File: src/rtl/grp_redist_pkg.sv
// Shared types for the group redistribution unit.
// Assumes a 32-bit descriptor word 1 with fixed field positions.
package grp_redist_pkg;
    localparam int W1_W   = 32;
    localparam int QBLK_W = 4;
    localparam int QIDX_W = 24;
    localparam int PSZ_W  = 2;

    typedef enum logic [2:0] {
        ST_IDLE,
        ST_FETCH,
        ST_WAIT,
        ST_NOTIFY,
        ST_CLEAR
    } rd_state_t;
endpackage

File: src/rtl/grp_redist_maskfill.sv
// Clears the low LVL bits of a value and fills the low LVL-1 bits with ones.
// Assumes LVL never exceeds W; a level of zero passes the value through.
module grp_redist_maskfill #(
    parameter int W     = 16,
    parameter int LVL_W = 4
) (
    input  logic [W-1:0]     val,
    input  logic [LVL_W-1:0] lvl,
    output logic [W-1:0]     res
);
    logic [W-1:0] keep_mask;
    logic [W-1:0] fill_bits;

    // Builds the mask and fill pattern for the requested level.
    always_comb begin
        keep_mask = {W{1'b1}} << lvl;
        fill_bits = '0;
        if (lvl != '0) begin
            fill_bits = (W'(1) << (lvl - LVL_W'(1))) - W'(1);
        end
        res = (lvl == '0) ? val : ((val & keep_mask) | fill_bits);
    end
endmodule

File: src/rtl/grp_redist_addr.sv
// Derives the descriptor table select, block and index from the pulled
// context's block/index and the group and crowd levels of its status.
// Assumes the top crowd code stands for one level higher than its value.
module grp_redist_addr #(
    parameter int BLK_W = 4,
    parameter int IDX_W = 16,
    parameter int GRP_W = 4,
    parameter int CRW_W = 2
) (
    input  logic [BLK_W-1:0] vp_blk,
    input  logic [IDX_W-1:0] vp_idx,
    input  logic [GRP_W-1:0] grp_lvl,
    input  logic [CRW_W-1:0] crw_lvl,
    output logic             crowd_sel,
    output logic [BLK_W-1:0] desc_blk,
    output logic [IDX_W-1:0] desc_idx
);
    localparam int CEFF_W = CRW_W + 1;
    logic [CEFF_W-1:0] crw_eff;

    // Maps the topmost crowd code one step up; others pass through.
    always_comb begin
        crw_eff   = (crw_lvl == {CRW_W{1'b1}}) ? ({1'b0, crw_lvl} + CEFF_W'(1))
                                              : {1'b0, crw_lvl};
        crowd_sel = (crw_lvl != '0);
    end

    grp_redist_maskfill #(.W(IDX_W), .LVL_W(GRP_W)) u_idx_mf (
        .val (vp_idx),
        .lvl (grp_lvl),
        .res (desc_idx)
    );

    grp_redist_maskfill #(.W(BLK_W), .LVL_W(CEFF_W)) u_blk_mf (
        .val (vp_blk),
        .lvl (crw_eff),
        .res (desc_blk)
    );
endmodule

File: src/rtl/grp_redist_target.sv
// Decodes descriptor word 1 and forms the target queue block and index,
// adding the pending priority modulo the active priority count.
// Assumes the priority count is a power of two, so the modulo is a mask.
module grp_redist_target
    import grp_redist_pkg::*;
#(
    parameter int PRIO_W   = 8,
    parameter int CFG_W    = 8,
    parameter int GPE_BIT  = 7,
    parameter int PF_LSB   = 0,
    parameter int PF_W     = 3
) (
    input  logic [W1_W-1:0]   word1,
    input  logic [PRIO_W-1:0] pipr,
    input  logic [CFG_W-1:0]  cfg,
    output logic [QBLK_W-1:0] qblk,
    output logic [QIDX_W-1:0] qidx
);
    localparam int SH_W = (PF_W > PSZ_W) ? PF_W : PSZ_W;

    logic [PSZ_W-1:0]  psize;
    logic [QIDX_W-1:0] base_idx;
    logic [SH_W-1:0]   prio_log2;
    logic [PRIO_W-1:0] prio_off;

    // Extracts fields (MSB-0 bits 0-1, 4-7, 8-31) and adds the offset.
    always_comb begin
        psize     = word1[W1_W-1 -: PSZ_W];
        qblk      = word1[W1_W-5 -: QBLK_W];
        base_idx  = word1[QIDX_W-1:0];
        prio_log2 = cfg[GPE_BIT] ? SH_W'(psize) : SH_W'(cfg[PF_LSB +: PF_W]);
        prio_off  = pipr & ~({PRIO_W{1'b1}} << prio_log2);
        qidx      = base_idx + QIDX_W'(prio_off);
    end
endmodule

File: src/rtl/grp_redist.sv
// Top of the group redistribution unit. On an accepted pull it checks the
// status for a group exception, fetches the descriptor, issues one
// redistribution notify and then clears the context state.
// Assumes the requester holds no further pull until pull_ready returns.
module grp_redist
    import grp_redist_pkg::*;
#(
    parameter int BLK_W    = 4,
    parameter int IDX_W    = 16,
    parameter int NSR_W    = 8,
    parameter int PRIO_W   = 8,
    parameter int CFG_W    = 8,
    parameter int DATA_W   = 32,
    parameter int GRP_LSB  = 0,
    parameter int GRP_W    = 4,
    parameter int CRW_LSB  = 4,
    parameter int CRW_W    = 2,
    parameter int OP_LSB   = 6,
    parameter int OP_W     = 2,
    parameter int OP_GROUP = 2,
    parameter int GPE_BIT  = 7,
    parameter int PF_LSB   = 0,
    parameter int PF_W     = 3
) (
    input  logic              clk,
    input  logic              rst_n,
    input  logic              pull_valid,
    output logic              pull_ready,
    input  logic [NSR_W-1:0]  ctx_nsr,
    input  logic [PRIO_W-1:0] ctx_pipr,
    input  logic [PRIO_W-1:0] ctx_cppr,
    input  logic [BLK_W-1:0]  vp_blk,
    input  logic [IDX_W-1:0]  vp_idx,
    input  logic [CFG_W-1:0]  cfg,
    output logic              rd_valid,
    input  logic              rd_ready,
    output logic              rd_crowd,
    output logic [BLK_W-1:0]  rd_blk,
    output logic [IDX_W-1:0]  rd_idx,
    input  logic              rsp_valid,
    input  logic              rsp_err,
    input  logic [W1_W-1:0]   rsp_word1,
    output logic              ntf_valid,
    input  logic              ntf_ready,
    output logic [QBLK_W-1:0] ntf_qblk,
    output logic [QIDX_W-1:0] ntf_qidx,
    output logic [DATA_W-1:0] ntf_data,
    output logic              ntf_redist,
    output logic              ctx_wr_valid,
    output logic [PRIO_W-1:0] ctx_wr_pipr,
    output logic              fetch_err,
    output logic              done
);
    rd_state_t         state_q;
    logic [NSR_W-1:0]  nsr_q;
    logic [PRIO_W-1:0] pipr_q;
    logic [PRIO_W-1:0] cppr_q;
    logic [BLK_W-1:0]  blk_q;
    logic [IDX_W-1:0]  idx_q;
    logic [CFG_W-1:0]  cfg_q;
    logic [W1_W-1:0]   word1_q;
    logic              is_group_exc;

    // Group exception test on the live status operation field.
    always_comb begin
        is_group_exc = (ctx_nsr[OP_LSB +: OP_W] == OP_W'(OP_GROUP));
    end

    grp_redist_addr #(
        .BLK_W (BLK_W),
        .IDX_W (IDX_W),
        .GRP_W (GRP_W),
        .CRW_W (CRW_W)
    ) u_addr (
        .vp_blk    (blk_q),
        .vp_idx    (idx_q),
        .grp_lvl   (nsr_q[GRP_LSB +: GRP_W]),
        .crw_lvl   (nsr_q[CRW_LSB +: CRW_W]),
        .crowd_sel (rd_crowd),
        .desc_blk  (rd_blk),
        .desc_idx  (rd_idx)
    );

    grp_redist_target #(
        .PRIO_W  (PRIO_W),
        .CFG_W   (CFG_W),
        .GPE_BIT (GPE_BIT),
        .PF_LSB  (PF_LSB),
        .PF_W    (PF_W)
    ) u_target (
        .word1 (word1_q),
        .pipr  (pipr_q),
        .cfg   (cfg_q),
        .qblk  (ntf_qblk),
        .qidx  (ntf_qidx)
    );

    // Handshake and write-back outputs decoded from the state.
    always_comb begin
        pull_ready   = (state_q == ST_IDLE);
        rd_valid     = (state_q == ST_FETCH);
        ntf_valid    = (state_q == ST_NOTIFY);
        ntf_data     = '0;
        ntf_redist   = 1'b1;
        ctx_wr_valid = (state_q == ST_CLEAR);
        ctx_wr_pipr  = cppr_q;
    end

    // Sequencer: capture on pull, fetch, notify, clear, report.
    always_ff @(posedge clk) begin
        if (!rst_n) begin
            state_q   <= ST_IDLE;
            nsr_q     <= '0;
            pipr_q    <= '0;
            cppr_q    <= '0;
            blk_q     <= '0;
            idx_q     <= '0;
            cfg_q     <= '0;
            word1_q   <= '0;
            fetch_err <= 1'b0;
            done      <= 1'b0;
        end else begin
            fetch_err <= 1'b0;
            done      <= 1'b0;
            unique case (state_q)
                ST_IDLE: begin
                    if (pull_valid) begin
                        nsr_q  <= ctx_nsr;
                        pipr_q <= ctx_pipr;
                        cppr_q <= ctx_cppr;
                        blk_q  <= vp_blk;
                        idx_q  <= vp_idx;
                        cfg_q  <= cfg;
                        if (is_group_exc) begin
                            state_q <= ST_FETCH;
                        end else begin
                            done <= 1'b1;
                        end
                    end
                end
                ST_FETCH: begin
                    if (rd_ready) begin
                        state_q <= ST_WAIT;
                    end
                end
                ST_WAIT: begin
                    if (rsp_valid) begin
                        if (rsp_err) begin
                            fetch_err <= 1'b1;
                            done      <= 1'b1;
                            state_q   <= ST_IDLE;
                        end else begin
                            word1_q <= rsp_word1;
                            state_q <= ST_NOTIFY;
                        end
                    end
                end
                ST_NOTIFY: begin
                    if (ntf_ready) begin
                        state_q <= ST_CLEAR;
                    end
                end
                ST_CLEAR: begin
                    done    <= 1'b1;
                    state_q <= ST_IDLE;
                end
                default: state_q <= ST_IDLE;
            endcase
        end
    end
endmodule

File: config.mk
export PLATFORM = sky130hd
export DESIGN_NAME = grp_redist
export DESIGN_NICKNAME = d
export VERILOG_FILES = /design/src/rtl/grp_redist_pkg.sv /design/src/rtl/grp_redist_maskfill.sv /design/src/rtl/grp_redist_addr.sv /design/src/rtl/grp_redist_target.sv /design/src/rtl/grp_redist.sv
export SDC_FILE = /design/constraint.sdc
export NUM_CORES = 1
export LEC_CHECK = 0
export BUFFER_PORTS_ARGS = -buffer_cell sky130_fd_sc_hd__buf_2
export CAP_MARGIN = 5
export CELL_PAD_IN_SITES_DETAIL_PLACEMENT = 0
export CELL_PAD_IN_SITES_GLOBAL_PLACEMENT = 1
export CORE_MARGIN = 8
export CORE_UTILIZATION = 32
export DETAILED_ROUTE_END_ITERATION = 6
export PLACE_DENSITY_LB_ADDON = 0.1
export SETUP_SLACK_MARGIN = 0.2
export SYNTH_ARGS = -nofsm -noshare
export SYNTH_HDL_FRONTEND = slang
export SYNTH_HIERARCHICAL = 1
export SYNTH_SLANG_ARGS = --single-unit
File: constraint.sdc
create_clock -name clk -period 4.45 [get_ports clk]
set_input_delay 1.335 -clock clk [delete_from_list [all_inputs] [get_ports clk]]
set_output_delay 1.335 -clock clk [all_outputs]
set_load 0.1 [all_outputs]
==> impl_metrics.json, run 1 <==
{
  "slowest_stage": "fa_2",
  "cp.arrival_ps": 2900,
  "maxCapViolations": 0,
  "clk_pin_slew_ps": 50,
  "cts_buffer_depth": 2,
  "coreArea_mm2": 0.0151,
  "drc": 0,
  "ios": 187,
  "grt_pass1_vias": 4766,
  "cts_root_buf": "clkbuf_16",
  "tightest_slew_ps": 1030,
  "min_period_ps": 4240,
  "place.gp.congestion": 0.825,
  "ys_warn_count": 6,
  "wire_per_inst_um": 15.7,
  "fmax_ghz": 0.236,
  "fin_crit_sh": 0.952,
  "htree_levels": 3,
  "cpLargestDelayFamily": "compound AO/OA/AOI/OAI gates",
  "path_class": "flop to primary output",
  "detail-route-antenna-nets": 0,
  "cts_tree": "done",
  "finalNetCount": 868,
  "power_density_mw_per_mm2": 354,
  "power_uw": 2280,
  "routed_via_density": 4.97,
  "cp_slowest_stage_delay_ps": 380,
  "globalRouteMet3Util": 0.0459,
  "syn_area_per_cell_um2": 7.63,
  "ir_drop_v": 0.000174,
  "antenna_cells_inserted": 0,
  "busiest_layer": "met2",
  "port_buffers": 146,
  "clkLatencyLatePin_ps": 340,
  "drive_gt1_frac": 0.309,
  "rows": 45,
  "grt_pass1_wl_um": 24300,
  "leakage_uw": 0.00283,
  "grt_max_degree": 46,
  "cp-start-kind": "flop",
  "syn2layout_area_growth_pct": 31.0,
  "min_path_type": "flop to flop",
  "die_y_um": 140,
  "syn-cell-area_mm2": 0.00493,
  "setup_viol": 0,
  "synthCells": 646,
  "crit_required_ps": 3120,
  "first_pass_iters": 5,
  "vias": 4766,
  "cp_common_cell": "nor4_4",
  "fill_cells": 1581,
  "rsz0062_at_grt": "yes",
  "grt-ovfl-total": 0,
  "finalHoldViolations": 0,
  "fin_ws_ps": 213,
  "relSlewSlack": 0.314,
  "slew_violations": 0,
  "final_cells": 958,
  "die_x_um": 140,
  "finClkSkew_ps": 5.28,
  "crit_fanout": 5,
  "drt_iter0_drc": 238,
  "end_kind": "primary output",
  "cp_num_buf_inv": 2,
  "hpwl_um": 11400,
  "totalWireLength_um": 15100,
  "place_inst": 937,
  "cts_buffers": 9,
  "numClockSinks": 80,
  "die-area_mm2": 0.0196,
  "status": "finished, final reports clean",
  "use_met1": 0.178,
  "crit_chain": "nor4_4 -> a211oi_2 -> ha_2 -> fa_2 -> a211o_1 -> a211oi_4 -> buf_6 -> nor4_4 -> xor2_4 -> buf_12",
  "start_util": 0.325,
  "dpl_worst_slack_ps": 244,
  "grtUsageTotal": 0.152,
  "grt_use_met2": 0.256,
  "antenna_found_initial": 0
}
-- per-layer routing --
metal,wire (um),vias up
li1,-,2408
met1,6470,2218
met2,7420,122
met3,922,18
met4,269,0
met5,0,-
-- worst min-delay path: cells and delay by family (launching register included) --
family             cells  cell delay [ps]
DFF                    1              310
and+or+nand+nor        1               50
AOI/OAI and AO/OA      1               50
-- sequential cells by signal (all words and copies together), names as in the netlist --
signal and count:
pipr_q 7, nsr_q 6, fetch_err 1, blk_q 4, word1_q 30, ctx_wr_pipr 8
state_q 3, done 1, idx_q 16, cfg_q 4
-- per-stage QoR --
step	cell area, um2	hold slack (ps)	TNS [ps]	utilization
floorplan	5310	432	-185	-
global placement	6000	439	0	0.396
detailed placement	6000	449	0	0.396
CTS	6370	458	0	0.420
global route	6460	479	0	0.426
finish	6460	455	0	0.426
-- worst paths after layout --
check                   from      endpoint  slack, ps  cells past startpoint
hold reg to reg    pipr_q[3]     pipr_q[3]        460                      2
setup / recovery    cfg_q[0]  ntf_qidx[20]        210                     10
hold / removal     pipr_q[3]     pipr_q[3]        460                      2
setup reg to reg  state_q[1]    word1_q[7]       2550                      3
-- power breakdown --
group          switching, uW  internal (uW)  leakage [uW]
Combinational            592            176       0.00203
Sequential              23.5            746      0.000654
Clock                    298            449      0.000145
Total                    913           1370       0.00283
-- layout make-up --
type | count | area, um2 | area share
Timing Repair Buffer | 165 | 1130 | 0.176
Tap cell | 188 | 235 | 0.0364
Multi-Input combinational cell | 496 | 3130 | 0.485
Inverter | 13 | 48.8 | 0.00756
Clock inverter | 5 | 56.3 | 0.00872
Clock buffer | 11 | 243 | 0.0376
Sequential cell | 80 | 1610 | 0.249
-- what timing repair did --
item | in CTS | in global routing
pin swaps | 2 | 8
hold buffers | 0 | 0
hold endpoints to repair | 0 | 0
gates resized for setup | 13 | 20
endpoints found under the setup margin | 16 | 22
setup buffers | 2 | 3
gates cloned | 0 | 0
-- placed cells by master, fill, tap and decap left out, types with 4 or more instances in the layout --
cell         n
nor3_1       8
o21ai_1     15
nand4_1      9
inv_1       11
nand3_1     41
dfxtp_1     77
clkbuf_16    9
o211ai_1     5
nand2b_1     4
xor2_4       8
xnor2_2     10
nand2_1    117
buf_2      121
nor3_2       5
buf_12      15
a21oi_1     93
conb_1      33
nor2_1      19
and3_1       5
ha_1         9
o21ai_0     27
buf_4       23
and2_1       4
nor2b_1      6
a211oi_1     4
(Power assumes the default switching activity.)
==> run 2, diff against run 1 <==
ABC_AREA = 1   (was not set)
PLACE_DENSITY = 0.77   (was not set)
PLACE_DENSITY_LB_ADDON = not set   (was 0.1)
SLEW_MARGIN = 20   (was not set)
==> impl_metrics.json, run 2 <==
{
  "status": "finished, final reports clean",
  "grt_pass1_wl_um": 25100,
  "grt_max_degree": 49,
  "cts_root_buf": "clkbuf_16",
  "vias": 5195,
  "synthCells": 801,
  "fmax_ghz": 0.246,
  "coreArea_mm2": 0.0158,
  "rsz0062_at_grt": "yes",
  "setup_viol": 0,
  "die_x_um": 143,
  "final_cell_mix": "194 x nand2_1, 130 x buf_2, 97 x nor2_1",
  "fin_crit_sh": 0.914,
  "largest_register_ffs": 30,
  "antenna_found_initial": 0,
  "numClockSinks": 80,
  "grtUsageTotal": 0.155,
  "maxCapViolations": 0,
  "detail-route-antenna-nets": 0,
  "finalNetCount": 1025,
  "drive_gt1_frac": 0.248,
  "cp-start-kind": "flop",
  "crit_fanout": 8,
  "end_kind": "primary output",
  "finClkSkew_ps": 8.11,
  "die-area_mm2": 0.0205,
  "first_pass_iters": 5,
  "syn_area_per_cell_um2": 6.46,
  "place_area_mm2": 0.00591,
  "place.gp.congestion": 0.870,
  "rows": 46,
  "ir_drop_v": 0.000464,
  "relSlewSlack": 0.414,
  "wire_per_inst_um": 13.8,
  "drt_iter0_drc": 228,
  "crit_required_ps": 3120,
  "cts_buffer_depth": 2,
  "finalHoldViolations": 0,
  "routed_via_density": 4.55,
  "path_class": "flop to primary output",
  "cts_tree": "done",
  "syn2layout_area_growth_pct": 22.9,
  "min_path_type": "flop to flop",
  "ys_warn_count": 6,
  "syn-cell-area_mm2": 0.00517,
  "cp.arrival_ps": 2730,
  "die_y_um": 143,
  "cts_buffers": 9,
  "start_util": 0.327,
  "drc": 0,
  "grt-ovfl-total": 0,
  "slew_violations": 0,
  "dpl_worst_slack_ps": 398,
  "clkLatencyLatePin_ps": 350,
  "stdcell_area_mm2": 0.00636,
  "fin_ws_ps": 381,
  "regMostFlops": "word1_q",
  "hpwl_um": 12000,
  "tightest_slew_ps": 877,
  "mostFrequentLayoutCell": "nand2_1",
  "clk_pin_slew_ps": 70,
  "final_cells": 1143,
  "min_period_ps": 4070,
  "place_inst": 1126,
  "antenna_cells_inserted": 0,
  "cts_hold_buffers": 0,
  "htree_levels": 3,
  "grt_pass1_vias": 4928,
  "totalWireLength_um": 15800,
  "leakage_uw": 0.00311,
  "ios": 187,
  "port_buffers": 146,
  "power_density_mw_per_mm2": 661
}
run 2: final cells by class:
cell class	instances	area, um2
Multi-Input combinational cell	609	3030
Fill cell	1781	9470
Timing Repair Buffer	150	863
Clock buffer	10	229
Clock inverter	6	92.6
Tap cell	216	270
Sequential cell	80	1610
Inverter	72	270
run 2: where the power goes:
part	switching [uW]	total, uW	leakage, uW	internal [uW]
logic	1960	2440	0.00231	480
clock network	324	819	0.000149	495
registers	103	938	0.000654	836
total	2390	4200	0.00311	1810
run 2: what timing repair did:
action	4_1_cts	5_1_grt
setup buffers	0	1
pin swaps	0	2
setup endpoints to repair	9	20
resized for setup	12	30
endpoints found under the hold margin	0	0
run 2: metrics by stage:
stage	hold WS (ps)	total power, uW	TNS [ps]	utilization
final	457	4200	0	0.402
after CTS	460	4200	0	0.396
after global placement	446	3360	0	0.373
after detailed placement	450	3360	0	0.373
after global routing	480	4440	0	0.402
after floorplan	435	3010	-229	-
run 2: final timing paths:
kind	start	end	slack, ps	cells after the start
worst max-delay path	nsr_q[0]	rd_idx[8]	380	13
worst max register to register	state_q[1]	ctx_wr_pipr[7]	2240	7
worst min-delay path	ctx_wr_pipr[6]	ctx_wr_pipr[6]	460	2
worst min register to register	ctx_wr_pipr[6]	ctx_wr_pipr[6]	460	2
run 2: worst max-delay path: stages, from the launching register on:
cell and delay [ps]:
dfxtp_2 380, nor2_4 220, ha_4 270, inv_1 180, nor2_1 100, nand2_1 110
ha_1 270, inv_1 150, nor2_8 170, nand2_1 70, nand2_1 60, nand3_1 60
nand2_1 70, buf_4 290
run 2: per-layer routing:
metal,wire length (um),GRT usage,vias up
li1,-,-,2736
met1,7390,0.200,2314
met2,7170,0.241,131
met3,991,0.0407,14
met4,269,0.0587,0
met5,0,0,-
